**src/rtl/tsync_pkg.sv**
```systemverilog
// Shared types for the timer synchronization pulse unit.
package tsync_pkg;
    localparam int TMR_COUNT = 6;

    typedef enum logic [1:0] {
        SRC_MST_START = 2'b00,
        SRC_MST_CMP1  = 2'b01,
        SRC_TA_START  = 2'b10,
        SRC_TA_CMP1   = 2'b11
    } sync_src_e;

    typedef enum logic [1:0] {
        OUT_OFF  = 2'b00,
        OUT_RSVD = 2'b01,
        OUT_POS  = 2'b10,
        OUT_NEG  = 2'b11
    } sync_mode_e;

    typedef struct packed {
        sync_src_e  src;
        sync_mode_e mode;
        logic       start_on_sync;
    } sync_cfg_t;
endpackage

```
**src/rtl/tsync_cfg.sv**
```systemverilog
// Configuration register for the sync unit.
// Holds source, output mode and start-on-sync. The mode field is frozen
// while lock is high; the other fields always take a write.
// Assumes single-cycle write strobes.
module tsync_cfg
    import tsync_pkg::*;
(
    input  logic       clk,
    input  logic       rst_n,
    input  logic       wr,
    input  sync_src_e  wr_src,
    input  sync_mode_e wr_mode,
    input  logic       wr_start_on_sync,
    input  logic       lock,
    output sync_cfg_t  cfg_q
);
    // Capture configuration writes; drop mode while locked.
    always_ff @(posedge clk) begin
        if (!rst_n) begin
            cfg_q <= '{src: SRC_MST_START, mode: OUT_OFF, start_on_sync: 1'b0};
        end else if (wr) begin
            cfg_q.src           <= wr_src;
            cfg_q.start_on_sync <= wr_start_on_sync;
            if (!lock) begin
                cfg_q.mode <= wr_mode;
            end
        end
    end
endmodule

```
**src/rtl/tsync_enables.sv**
```systemverilog
// Counter-enable bank with per-bit change guard.
// Each bit follows the write data, but a change is refused while that
// bit's guard counter runs (GUARD_CYC cycles after its last change).
// A force_set request sets a bit regardless of the guard.
// Assumes GUARD_CYC >= 1.
module tsync_enables #(
    parameter int NUM_TMR   = 6,
    parameter int GUARD_CYC = 8
) (
    input  logic               clk,
    input  logic               rst_n,
    input  logic               wr,
    input  logic [NUM_TMR-1:0] wdata,
    input  logic [NUM_TMR-1:0] force_set,
    output logic [NUM_TMR-1:0] en
);
    localparam int GW = $clog2(GUARD_CYC + 1);

    for (genvar i = 0; i < NUM_TMR; i++) begin : g_bit
        logic          bit_q;
        logic [GW-1:0] guard_q;
        logic          want;
        logic          change;

        // Work out the requested value and whether it may be applied.
        always_comb begin
            if (force_set[i]) begin
                want = 1'b1;
            end else if (wr) begin
                want = wdata[i];
            end else begin
                want = bit_q;
            end
            change = (want != bit_q) && (force_set[i] || (guard_q == '0));
        end

        // Update the bit and restart or run down its guard window.
        always_ff @(posedge clk) begin
            if (!rst_n) begin
                bit_q   <= 1'b0;
                guard_q <= '0;
            end else if (change) begin
                bit_q   <= want;
                guard_q <= GW'(GUARD_CYC - 1);
            end else if (guard_q != '0) begin
                guard_q <= guard_q - 1'b1;
            end
        end

        assign en[i] = bit_q;
    end
endmodule

```
**src/rtl/tsync_pulse.sv**
```systemverilog
// Sync output pulse generator.
// Picks one of four timer event strobes, and in the pulse modes stretches
// it to PULSE_LEN cycles, retriggering on a fresh event. The pin level
// follows the mode: active-high, active-low or held at 0.
// Assumes event strobes are synchronous to clk.
module tsync_pulse
    import tsync_pkg::*;
#(
    parameter int PULSE_LEN = 16
) (
    input  logic       clk,
    input  logic       rst_n,
    input  sync_src_e  src,
    input  sync_mode_e mode,
    input  logic       ev_mst_start,
    input  logic       ev_mst_cmp1,
    input  logic       ev_ta_start,
    input  logic       ev_ta_cmp1,
    output logic       sync_out
);
    localparam int CW = $clog2(PULSE_LEN + 1);

    logic          sel_ev;
    logic          fire;
    logic          active;
    logic [CW-1:0] cnt_q;

    // Choose the trigger event named by the source field.
    always_comb begin
        unique case (src)
            SRC_MST_START: sel_ev = ev_mst_start;
            SRC_MST_CMP1:  sel_ev = ev_mst_cmp1;
            SRC_TA_START:  sel_ev = ev_ta_start;
            SRC_TA_CMP1:   sel_ev = ev_ta_cmp1;
            default:       sel_ev = 1'b0;
        endcase
    end

    assign fire = sel_ev && (mode == OUT_POS || mode == OUT_NEG);

    // Load the stretch counter on an event, else run it down.
    always_ff @(posedge clk) begin
        if (!rst_n) begin
            cnt_q <= '0;
        end else if (fire) begin
            cnt_q <= CW'(PULSE_LEN);
        end else if (cnt_q != '0) begin
            cnt_q <= cnt_q - 1'b1;
        end
    end

    assign active = (cnt_q != '0);

    // Drive the pin level for the current mode.
    always_comb begin
        unique case (mode)
            OUT_POS: sync_out = active;
            OUT_NEG: sync_out = ~active;
            default: sync_out = 1'b0;
        endcase
    end
endmodule

```
**src/rtl/tsync_unit.sv**
```systemverilog
// Timer synchronization pulse unit (top).
// Ties the configuration register, the counter-enable bank and the
// output pulse generator together. It also turns sync input events into
// master restarts when start-on-sync is set.
// Assumes all strobes are single-cycle and synchronous to clk.
module tsync_unit
    import tsync_pkg::*;
#(
    parameter int NUM_TMR   = TMR_COUNT,
    parameter int PULSE_LEN = 16,
    parameter int GUARD_CYC = 8
) (
    input  logic               clk,
    input  logic               rst_n,
    input  logic               cfg_wr,
    input  logic [1:0]         cfg_src,
    input  logic [1:0]         cfg_mode,
    input  logic               cfg_start_on_sync,
    input  logic               en_wr,
    input  logic [NUM_TMR-1:0] en_wdata,
    input  logic               ev_mst_start,
    input  logic               ev_mst_cmp1,
    input  logic               ev_ta_start,
    input  logic               ev_ta_cmp1,
    input  logic               sync_in,
    output logic [NUM_TMR-1:0] cnt_en,
    output logic               mst_restart,
    output logic               sync_out
);
    sync_cfg_t          cfg_q;
    logic               any_en;
    logic               sync_go;
    logic [NUM_TMR-1:0] force_set;
    logic               restart_q;
    logic [1:0]         cur_mode;
    logic [1:0]         cur_src;
    logic               cur_sso;

    assign any_en    = |cnt_en;
    assign sync_go   = cfg_q.start_on_sync & sync_in;
    assign force_set = {{(NUM_TMR-1){1'b0}}, sync_go};
    assign cur_mode  = cfg_q.mode;
    assign cur_src   = cfg_q.src;
    assign cur_sso   = cfg_q.start_on_sync;

    tsync_cfg u_cfg (
        .clk              (clk),
        .rst_n            (rst_n),
        .wr               (cfg_wr),
        .wr_src           (sync_src_e'(cfg_src)),
        .wr_mode          (sync_mode_e'(cfg_mode)),
        .wr_start_on_sync (cfg_start_on_sync),
        .lock             (any_en),
        .cfg_q            (cfg_q)
    );

    tsync_enables #(
        .NUM_TMR   (NUM_TMR),
        .GUARD_CYC (GUARD_CYC)
    ) u_enables (
        .clk       (clk),
        .rst_n     (rst_n),
        .wr        (en_wr),
        .wdata     (en_wdata),
        .force_set (force_set),
        .en        (cnt_en)
    );

    tsync_pulse #(
        .PULSE_LEN (PULSE_LEN)
    ) u_pulse (
        .clk          (clk),
        .rst_n        (rst_n),
        .src          (cfg_q.src),
        .mode         (cfg_q.mode),
        .ev_mst_start (ev_mst_start),
        .ev_mst_cmp1  (ev_mst_cmp1),
        .ev_ta_start  (ev_ta_start),
        .ev_ta_cmp1   (ev_ta_cmp1),
        .sync_out     (sync_out)
    );

    // Register one master restart strobe per accepted sync input event.
    always_ff @(posedge clk) begin
        if (!rst_n) begin
            restart_q <= 1'b0;
        end else begin
            restart_q <= sync_go;
        end
    end

    assign mst_restart = restart_q;
endmodule

```
**config.mk**
```make
export PLATFORM = sky130hd
export DESIGN_NAME = tsync_unit
export DESIGN_NICKNAME = d
export VERILOG_FILES = /design/src/rtl/tsync_pkg.sv /design/src/rtl/tsync_cfg.sv /design/src/rtl/tsync_enables.sv /design/src/rtl/tsync_pulse.sv /design/src/rtl/tsync_unit.sv
export SDC_FILE = /design/constraint.sdc
export NUM_CORES = 1
export LEC_CHECK = 0
export ABC_AREA = 1
export ABC_CLOCK_PERIOD_IN_PS = 2450
export BUFFER_PORTS_ARGS = -buffer_cell sky130_fd_sc_hd__clkbuf_2
export CAP_MARGIN = 0
export CELL_PAD_IN_SITES_DETAIL_PLACEMENT = 1
export CELL_PAD_IN_SITES_GLOBAL_PLACEMENT = 1
export CORE_MARGIN = 4
export CORE_UTILIZATION = 45
export CTS_BUF_LIST = sky130_fd_sc_hd__clkbuf_4 sky130_fd_sc_hd__clkbuf_8
export DETAILED_ROUTE_END_ITERATION = 16
export PLACE_DENSITY = 0.91
export SLEW_MARGIN = 20
export SYNTH_ARGS = -nofsm -noshare
export SYNTH_HDL_FRONTEND = slang
export SYNTH_SLANG_ARGS = --single-unit
```
**constraint.sdc**
```tcl
create_clock -name clk -period 2.45 [get_ports clk]
set_input_delay 0.1225 -clock clk [delete_from_list [all_inputs] [get_ports clk]]
set_output_delay 0.1225 -clock clk [all_outputs]
set_load 0.03 [all_outputs]
```
==> results.tsv, run 1 <==
stage	metric	value	unit
global_route	initial antenna violation count	0	
clocking	TritonCTS clock tree	yes	
synthesis	yosys warns	0	
flow_run	Max Cap Viol	0	
setup_path	kind of critical path	reg2out	
drt	Pre-Repair DR Iteration Count	4	
cells_and_area	FF/Latch Area	821	um2
cells_and_area	nets	392	
place	final estimated routing congestion in global placement	0.774	
cells_and_area	final core utilization	51.8	%
cells_and_area	share of layout cells above drive strength 1	13.1	%
power_and_ir_drop	leakage power	1.34	nW
setup_path	Critical-path top delay cell	dfxtp_1	
setup_path	CP bufs+invs	2	
sta	Max Fclk	564	MHz
setup_path	Worst setup EP type	output port	
cells_and_area	leading cell type in the layout, fill and taps excluded	nand2_1	
clocking	CTS resizes	0	
setup_path	kind of cell adding the most delay to the critical path	flip-flops	
setup_path	worst endpoint required time	2.33	ns
cells_and_area	diodes inserted	0	
global_route	vias in the first global route	2216	
die	Chip Width	79.1	um
synthesis	Avg Cell Area, Syn	6.79	um2
drt	via count	2090	
cells_and_area	Area growth, synth to finish	9.80	%
drt	Via density	4.91	
clocking	root buf cell	clkbuf_8	
drt	DRC	0	
setup_path	crit-path max FO	6	
global_route	global route overflow	0	
cells_and_area	most frequent cells in the layout	nand2_1, inv_1, nor2_1	
cells_and_area	area of the multi-input gates	1140	um2
synthesis	top cell type's share of synthesized area	36.1	%
synthesis	Synth area leaders	dfxtp_1, nand2_1, inv_1	
power_and_ir_drop	pwr dens	1250	nW/um2
sta	RSZ-0062 raised after global routing	false	
place	PortBufs	27	
sta	crit path time final	1.77	ns
place	Post-DP HPWL	4250	um
sta	Slew @ Worst Pin	0.391	ns
die	die area	6250	um2
sta	Setup WS post-layout	0.677	ns
clocking	Hold Buf Count CTS	0	
die	Rows	25	
setup_path	CP Cell Sequence	inv_1 -> ha_1 -> nand3_1 -> o21ai_0 -> a21oi_1 -> clkbuf_2	
power_and_ir_drop	Max IR drop VDD	0.487	mV
die	DIE HEIGHT	79.1	um
clocking	Max Root-Sink Buffers	2	
synthesis	Seq/Total Area, Yosys	36.1	%
clocking	Setup Fix Bufs, Post-CTS	0	
sta	period utilization	72.4	%
sta	Setup TNS Final	0	ns
status	status	finished clean	
synthesis	Cells after Synth	335	
die	I/O pins	28	
synthesis	Yosys reg bits	41	
sta	Max transition margin	73.9	%
sta	Fin. Hold Viols	0	
drt	drt wl/cell	12.8	um
clocking	Clock Latency Late Sink	0.29	ns
synthesis	library cells used by synthesis	24	
cells_and_area	Fill cells	690	
setup_path	CP peak stage delay	0.35	ns
place	Place WS	0.991	ns
global_route	largest net degree at the start of global routing	21	
global_route	gr usage total	19.4	%
global_route	first-pass GRT wire length	9800	um
clocking	H-Tree Depth	2	
setup_path	CP Launch Type	flop	
hold_path	worst hold path class	in2reg	
die	Initial Utilization	47.2	%
synthesis	most area-hungry cell type in the Yosys netlist	dfxtp_1	
drt	Detail Route Antenna Nets	0	
setup_path	Critical Path AT	1.65	ns
synthesis	Syn Nets	368	
sta	Final Max Slew Viols	0	
synthesis	Post-Syn Area	2270	um2
clocking	Num CTS Buffers	5	
sta	# setup viols final	0	
sta	Fin Clk Skew	0.00464	ns
die	Core Area	4820	um2
drt	DRT iter0 DRCs	58	
clocking	clk sinks	41	
clocking	Worst-path clk slew	0.07	ns
drt	Routed WL	5470	um
-- power breakdown --
| group | total (mW) | switching (mW) | internal (mW) |
|---|---|---|---|
| registers | 1.09 | 0.174 | 0.921 |
| logic | 1.56 | 1.01 | 0.553 |
| clock network | 0.456 | 0.222 | 0.235 |
-- kinds of logic after synthesis --
| group | after synthesis | synth area share (%) |
|---|---|---|
| AND/OR/NAND/NOR | 167 | 31.8 |
| buffers and inverters | 68 | 13.5 |
| flip-flops | 41 | 36.1 |
| AO/OA/AOI/OAI | 39 | 8.70 |
| adder cells (fa/ha/maj) | 13 | 7.15 |
| XOR/XNOR | 7 | 2.70 |
-- worst paths after layout --
path	start	to	slack (ns)	cells past startpoint
worst max-delay path	u_pulse.cnt_q[0]	sync_out	0.68	6
worst min-delay path	cfg_start_on_sync	u_cfg.cfg_q[0]	0.06	3
worst max register to register	u_enables.g_bit[5].guard_q[0]	u_enables.g_bit[5].guard_q[0]	1.13	7
worst min register to register	u_enables.g_bit[1].guard_q[3]	u_enables.g_bit[1].guard_q[3]	0.47	2
-- cell usage after synthesis --
cell type  count
or2_2          2
a21oi_1       19
xor2_1         7
buf_12         1
buf_4          7
dfxtp_1       41
nand2_2        1
o21ai_1        1
nor3_1         1
a21o_1         1
o21ai_0       18
nand3_2        1
buf_6          1
nand4_1        5
ha_1          13
nand3b_1       3
nor2_1        43
buf_2          2
nand3_1       29
nand2_1       76
inv_2          2
nor2_2         5
nand4_2        1
inv_1         55
-- layer usage --
metal	global-route usage (%)	share of wire [%]	vias up
li1	-	-	1084
met1	22.7	45	967
met2	35.4	51	30
met3	3.97	3.2	9
met4	5.84	1.4	0
met5	0	0	-
-- state kept, by name, summed over array words and instances, names as in the netlist --
signal and cells:
mst_restart 1, u_enables.g_bit.bit_q 6, u_pulse.cnt_q 5, u_enables.g_bit.guard_q 24
u_cfg.cfg_q 5
-- metrics by stage --
stage               instance area, um2  hold slack, ns  total power, mW  cells
CTS                               2500          0.0567             3.15    426
detailed placement                2410           0.359             2.67    419
global route                      2500          0.0911             3.47    426
finish                            2500          0.0579             3.11    426
global placement                  2410           0.360             2.56    419
floorplan                         2270           0.257             2.32    335
-- layout make-up --
| type | instances | share of cell area [%] |
|---|---|---|
| sequential | 41 | 32.9 |
| tap | 67 | 3.36 |
| multi-input combinational | 226 | 45.9 |
| clock buffer | 7 | 3.61 |
| timing repair buffer | 28 | 5.71 |
| inverter | 57 | 8.57 |
-- worst register-to-register path, cell delays in order (launching register included) --
cell     delay, ns
dfxtp_1       0.33
inv_1         0.10
ha_1          0.15
nand2_1       0.09
inv_1         0.11
nand2_1       0.12
o21ai_0       0.24
inv_1         0.07
(Power assumes the default switching activity.)
==> run 2: changes to the inputs <==
--- a/config.mk
+++ b/config.mk
@@ -6,16 +6,16 @@
 export NUM_CORES = 1
 export LEC_CHECK = 0
 export ABC_AREA = 1
-export ABC_CLOCK_PERIOD_IN_PS = 2450
+export ABC_CLOCK_PERIOD_IN_PS = 1550
 export BUFFER_PORTS_ARGS = -buffer_cell sky130_fd_sc_hd__clkbuf_2
 export CAP_MARGIN = 0
 export CELL_PAD_IN_SITES_DETAIL_PLACEMENT = 1
 export CELL_PAD_IN_SITES_GLOBAL_PLACEMENT = 1
 export CORE_MARGIN = 4
-export CORE_UTILIZATION = 45
+export CORE_UTILIZATION = 38
 export CTS_BUF_LIST = sky130_fd_sc_hd__clkbuf_4 sky130_fd_sc_hd__clkbuf_8
 export DETAILED_ROUTE_END_ITERATION = 16
-export PLACE_DENSITY = 0.91
+export PLACE_DENSITY = 0.82
 export SLEW_MARGIN = 20
 export SYNTH_ARGS = -nofsm -noshare
 export SYNTH_HDL_FRONTEND = slang
==> constraint.sdc (replaced) <==
create_clock -name clk -period 1.55 [get_ports clk]
set_input_delay 0.0775 -clock clk [delete_from_list [all_inputs] [get_ports clk]]
set_output_delay 0.0775 -clock clk [all_outputs]
set_load 0.03 [all_outputs]
==> run 2 against run 1 <==
  * Register-to-register slack worse by 0.94 ns
  * Hold slack worse by 0.034 ns
  * Sequential share of layout area down 0.32 points
  * Sequential cell count unchanged
  * First-iteration DRC count up 17%
  * Non-clock buffer count unchanged
  * Critical path depth unchanged
  * Largest cell class unchanged
  * Final cell count up 1.4%
  * Largest power group unchanged
==> results.tsv, run 2 (same netlist as run 1, synthesis figures left out) <==
stage	metric	value	unit
status	status	finished clean	
setup_path	crit-path max FO	6	
drt	via count	2062	
clocking	Num CTS Buffers	5	
clocking	clk sinks	41	
setup_path	end of the worst register-to-register path	u_enables.g_bit[2].guard_q[0]	
setup_path	Crit Reg-Reg Startpoint	u_enables.g_bit[2].guard_q[0]	
clocking	Hold Buf Count CTS	0	
die	I/O pins	28	
clocking	H-Tree Depth	2	
clocking	Worst-path clk slew	0.08	ns
drt	wire length on met1	2510	um
sta	Max transition margin	75.3	%
die	Core Area	5640	um2
flow_run	Max Cap Viol	0	
power_and_ir_drop	Reg power frac	35.1	%
sta	Fin. Hold Viols	0	
drt	WL met3	180	um
cells_and_area	Area growth, synth to finish	11.2	%
sta	Max Fclk	684	MHz
place	final estimated routing congestion in global placement	0.820	
setup_path	Critical Path AT	1.39	ns
cells_and_area	Largest regs	u_enables.g_bit.guard_q: 24 flops, u_enables.g_bit.bit_q: 6 flops	
power_and_ir_drop	Comb power frac	50.8	%
drt	Pre-Repair DR Iteration Count	4	
setup_path	slack of the worst reg-to-reg path	0.19	ns
place	PortBufs	27	
cells_and_area	leading cell type in the layout, fill and taps excluded	nand2_1	
power_and_ir_drop	sw power	2.22	mW
drt	met2 routed WL	2510	um
hold_path	worst hold path class	in2reg	
hold_path	hold path startpoint	cfg_start_on_sync	
power_and_ir_drop	clock network power share	14.1	%
setup_path	worst endpoint required time	1.47	ns
place	Post-DP HPWL	4130	um
sta	crit path time final	1.46	ns
cells_and_area	nets	392	
drt	DRC	0	
cells_and_area	max reg flops	24	
cells_and_area	diodes inserted	0	
die	Rows	27	
die	die area	7280	um2
cells_and_area	Final Cell Area	2530	um2
power_and_ir_drop	pwr dens	1950	nW/um2
die	Chip Width	85.3	um
sta	# setup viols final	0	
drt	DRT iter0 DRCs	68	
sta	Final Max Slew Viols	0	
global_route	vias in the first global route	2079	
global_route	first-pass GRT wire length	9030	um
cells_and_area	most frequent cells in the layout	nand2_1, inv_1, nor2_1	
clocking	Clock Latency Late Sink	0.29	ns
cells_and_area	Fill cells	756	
power_and_ir_drop	sw frac	45.0	%
place	Post-DP Area	2410	um2
drt	Routed WL	5250	um
global_route	gr usage total	15.2	%
die	DIE HEIGHT	85.3	um
global_route	initial antenna violation count	0	
sta	Setup TNS Final	0	ns
sta	Slew @ Worst Pin	0.370	ns
drt	drt wl/cell	12.2	um
clocking	root buf cell	clkbuf_8	
global_route	global route overflow	0	
clocking	TritonCTS clock tree	yes	
drt	Via density	4.77	
setup_path	CP Launch Type	flop	
power_and_ir_drop	leakage power	1.35	nW
power_and_ir_drop	Max IR drop VDD	0.807	mV
die	Initial Utilization	40.3	%
drt	top sig layer	met4	
global_route	largest net degree at the start of global routing	18	
clocking	Max Root-Sink Buffers	2	
setup_path	Worst setup EP type	output port	
power_and_ir_drop	Internal	2.71	mW
hold_path	worst min-delay path endpoint	u_cfg.cfg_q[0]	
cells_and_area	Most flops, register	u_enables.g_bit.guard_q	
sta	Fin Clk Skew	0.00641	ns
sta	RSZ-0062 raised after global routing	false	
drt	Detail Route Antenna Nets	0	
clocking	Setup Fix Bufs, Post-CTS	0	
sta	period utilization	94.4	%
setup_path	kind of critical path	reg2out	
cells_and_area	share of layout cells above drive strength 1	14.7	%
hold_path	WHS Path Cells	3	
setup_path	Reg2Reg Depth	7	
## run 2: power by group through the flow
stage                     Combinational, mW  Sequential [mW]  Clock [mW]
final                                  2.51             1.73       0.697
after CTS                              2.51             1.73       0.715
after detailed placement               2.45             1.75           0
after global routing                   2.94             1.79       0.774
after global placement                 2.32             1.73           0
after floorplan                        1.99             1.68           0
## run 2: layout make-up
class	instances	area, um2	share of cell area, %
inverter	57	214	8.46
timing repair buffer	28	145	5.74
clock inverter	2	10.0	0.396
multi-input combinational	226	1170	46.3
sequential	41	823	32.6
tap	72	90.1	3.56
clock buffer	6	76.3	3.02
## run 2: metrics by stage
step / worst slack [ns] / cells / util, % / power, mW / hold slack [ns]
finish: 0.0874 / 432 / 44.8 / 4.94 / 0.0242
floorplan: 0.112 / 335 / - / 3.67 / 0.212
global placement: 0.231 / 424 / 42.8 / 4.05 / 0.316
detailed placement: 0.144 / 424 / 42.8 / 4.20 / 0.318
CTS: 0.0285 / 432 / 44.6 / 4.96 / 0.0213
global route: 0.00936 / 432 / 44.8 / 5.51 / 0.0288
## run 2: worst max path at each step
stage	start	to	slack [ns]	cells after the start
floorplan	u_pulse.cnt_q[0]	sync_out	0.11	5
global placement	u_pulse.cnt_q[0]	sync_out	0.23	6
detailed placement	u_pulse.cnt_q[1]	sync_out	0.14	6
CTS	u_pulse.cnt_q[0]	sync_out	0.03	6
global route	u_pulse.cnt_q[0]	sync_out	0.009	6
finish	u_pulse.cnt_q[0]	sync_out	0.09	6
## run 2: worst max-delay path, stage by stage (launching register included)
cell and delay (ns):
dfxtp_2 0.34, inv_1 0.10, ha_4 0.18, nand3_4 0.11, o21ai_1 0.15, a21oi_1 0.05, buf_4 0.17
## run 2: metal layers
metal | vias to the layer above | track usage (%)
li1 | 1083 | -
met4 | 0 | 3.88
met2 | 32 | 26.8
met1 | 942 | 18.9
met5 | - | 0
met3 | 5 | 3.01
## run 2: repair_timing
item,4_1_cts,5_1_grt
resized for setup,6,4
pin swaps,0,1
endpoints found under the setup margin,1,1
==> run 3: changes to the inputs <==
--- a/config.mk
+++ b/config.mk
@@ -11,12 +11,13 @@
 export CAP_MARGIN = 0
 export CELL_PAD_IN_SITES_DETAIL_PLACEMENT = 1
 export CELL_PAD_IN_SITES_GLOBAL_PLACEMENT = 1
-export CORE_MARGIN = 4
+export CORE_MARGIN = 8
 export CORE_UTILIZATION = 38
 export CTS_BUF_LIST = sky130_fd_sc_hd__clkbuf_4 sky130_fd_sc_hd__clkbuf_8
 export DETAILED_ROUTE_END_ITERATION = 16
 export PLACE_DENSITY = 0.82
-export SLEW_MARGIN = 20
+export SLEW_MARGIN = 10
 export SYNTH_ARGS = -nofsm -noshare
 export SYNTH_HDL_FRONTEND = slang
 export SYNTH_SLANG_ARGS = --single-unit
+export TNS_END_PERCENT = 5
==> run 3 against run 2 <==
  * Clock skew fell by 0.0018 ns
  * Maximum frequency fell by 0.17%
  * Register-to-register slack improved by 0.07 ns
==> results.tsv, run 3 (same netlist as run 1, synthesis figures left out) <==
stage	metric	value	unit
setup_path	Critical Path AT	1.39	ns
power_and_ir_drop	leakage power	1.36	nW
die	I/O pins	28	
hold_path	worst min-delay path endpoint	u_cfg.cfg_q[0]	
sta	Max transition margin	74.8	%
place	Post-DP Area	2420	um2
sta	Fin. Hold Viols	0	
die	Rows	28	
setup_path	worst endpoint required time	1.47	ns
die	DIE HEIGHT	93.3	um
clocking	Num CTS Buffers	5	
hold_path	worst hold path class	in2reg	
clocking	clk sinks	41	
place	placed insts	427	
drt	Routed WL	5370	um
die	die area	8710	um2
drt	Pre-Repair DR Iteration Count	4	
cells_and_area	max reg flops	24	
global_route	global route overflow	0	
cells_and_area	share of layout cells above drive strength 1	15.2	%
setup_path	slack of the worst reg-to-reg path	0.26	ns
clocking	TritonCTS clock tree	yes	
clocking	Hold Buf Count CTS	0	
clocking	Clock Latency Late Sink	0.29	ns
clocking	Max Root-Sink Buffers	2	
clocking	Worst-path clk slew	0.08	ns
cells_and_area	nets	394	
die	Core Area	5850	um2
sta	period utilization	94.5	%
global_route	gr usage total	13.0	%
flow_run	Max Cap Viol	0	
cells_and_area	Fill cells	808	
die	Initial Utilization	38.9	%
setup_path	crit-path max FO	6	
cells_and_area	Area growth, synth to finish	12.4	%
place	PortBufs	27	
cells_and_area	most frequent cells in the layout	nand2_1, inv_1, nor2_1	
drt	Detail Route Antenna Nets	0	
cells_and_area	Largest regs	u_enables.g_bit.guard_q: 24 flops, u_enables.g_bit.bit_q: 6 flops	
cells_and_area	Final Cell Area	2550	um2
sta	# setup viols final	0	
global_route	first-pass GRT wire length	9270	um
place	final estimated routing congestion in global placement	0.805	
setup_path	Reg2Reg Depth	7	
drt	drt wl/cell	12.3	um
sta	crit path time final	1.47	ns
clocking	root buf cell	clkbuf_8	
setup_path	kind of critical path	reg2out	
power_and_ir_drop	Max IR drop VDD	0.717	mV
sta	Final Max Slew Viols	0	
sta	Max Fclk	683	MHz
drt	via count	2081	
setup_path	end of the worst register-to-register path	u_enables.g_bit[2].guard_q[0]	
global_route	vias in the first global route	2117	
cells_and_area	leading cell type in the layout, fill and taps excluded	nand2_1	
cells_and_area	area of the multi-input gates	1170	um2
place	Post-DP HPWL	4200	um
setup_path	CP Launch Type	flop	
clocking	H-Tree Depth	2	
drt	DRT iter0 DRCs	43	
cells_and_area	Most flops, register	u_enables.g_bit.guard_q	
sta	Slew @ Worst Pin	0.378	ns
drt	DRC	0	
setup_path	Worst setup EP type	output port	
drt	Via density	4.76	
global_route	initial antenna violation count	0	
status	status	finished clean	
power_and_ir_drop	Tot Pwr	5.02	mW
cells_and_area	diodes inserted	0	
die	Chip Width	93.3	um
hold_path	WHS Path Cells	3	
power_and_ir_drop	pwr dens	1960	nW/um2
hold_path	hold path startpoint	cfg_start_on_sync	
cells_and_area	Non-Filler Instances	437	
global_route	largest net degree at the start of global routing	18	
sta	Setup TNS Final	0	ns
cells_and_area	final core utilization	43.7	%
sta	Fin Clk Skew	0.00461	ns
setup_path	Crit Reg-Reg Startpoint	u_enables.g_bit[2].guard_q[0]	
cells_and_area	FF/Latch Area	822	um2
[run 3: changes by cell type in the layout (fill, tap and decap cells not counted)]
cell,change
clkbuf_4,+2
clkinv_2,-2
buf_4,+2
o21ai_1,-1
dfxtp_2,-1
o21ai_2,+1
dfxtp_1,+1
[run 3: layout make-up]
class                      instances  share of cell area (%)
inverter                          57                    8.37
timing repair buffer              30                    6.27
multi-input combinational        226                    45.9
clock buffer                       8                    3.57
tap                               75                    3.67
sequential                        41                    32.2
[run 3: worst max path at each step]
stage / slack [ns] / startpoint / endpoint
CTS: 0.04 / u_pulse.cnt_q[1] / sync_out
finish: 0.08 / u_pulse.cnt_q[3] / sync_out
global placement: 0.22 / u_pulse.cnt_q[0] / sync_out
global route: -0.01 / u_pulse.cnt_q[3] / sync_out
floorplan: 0.11 / u_pulse.cnt_q[0] / sync_out
detailed placement: 0.08 / u_pulse.cnt_q[1] / sync_out
[run 3: report_power, final]
part           internal (mW)  total [mW]  switching [mW]
sequential              1.46        1.73           0.275
combinational          0.954        2.55            1.59
clock                  0.373       0.734           0.361
[run 3: worst max-delay path, stage by stage, from the launching register on]
cell	delay, ns
dfxtp_1	0.34
nor2_2	0.25
nand3_4	0.15
o21ai_2	0.14
a21oi_1	0.05
buf_4	0.17
[run 3: metal layers]
layer | track usage, % | routed length [um] | part of all wire (%)
met2 | 23.4 | 2640 | 49
met3 | 3.77 | 297 | 5.5
met4 | 4.43 | 58 | 1.1
met5 | 0 | 0 | 0
met1 | 14.1 | 2370 | 44
[run 3: what timing repair did]
item,4_1_cts,5_1_grt
buffers inserted,0,2
gates resized for setup,7,3
endpoints found under the setup margin,1,1
pin swaps,0,1
[run 3: through the flow]
| stage | hold slack, ns | setup slack (ns) |
|---|---|---|
| final | 0.0262 | 0.0849 |
| after detailed placement | 0.323 | 0.0797 |
| after CTS | 0.0270 | 0.0363 |
| after floorplan | 0.212 | 0.112 |
| after global routing | 0.0262 | -0.0124 |
| after global placement | 0.320 | 0.224 |
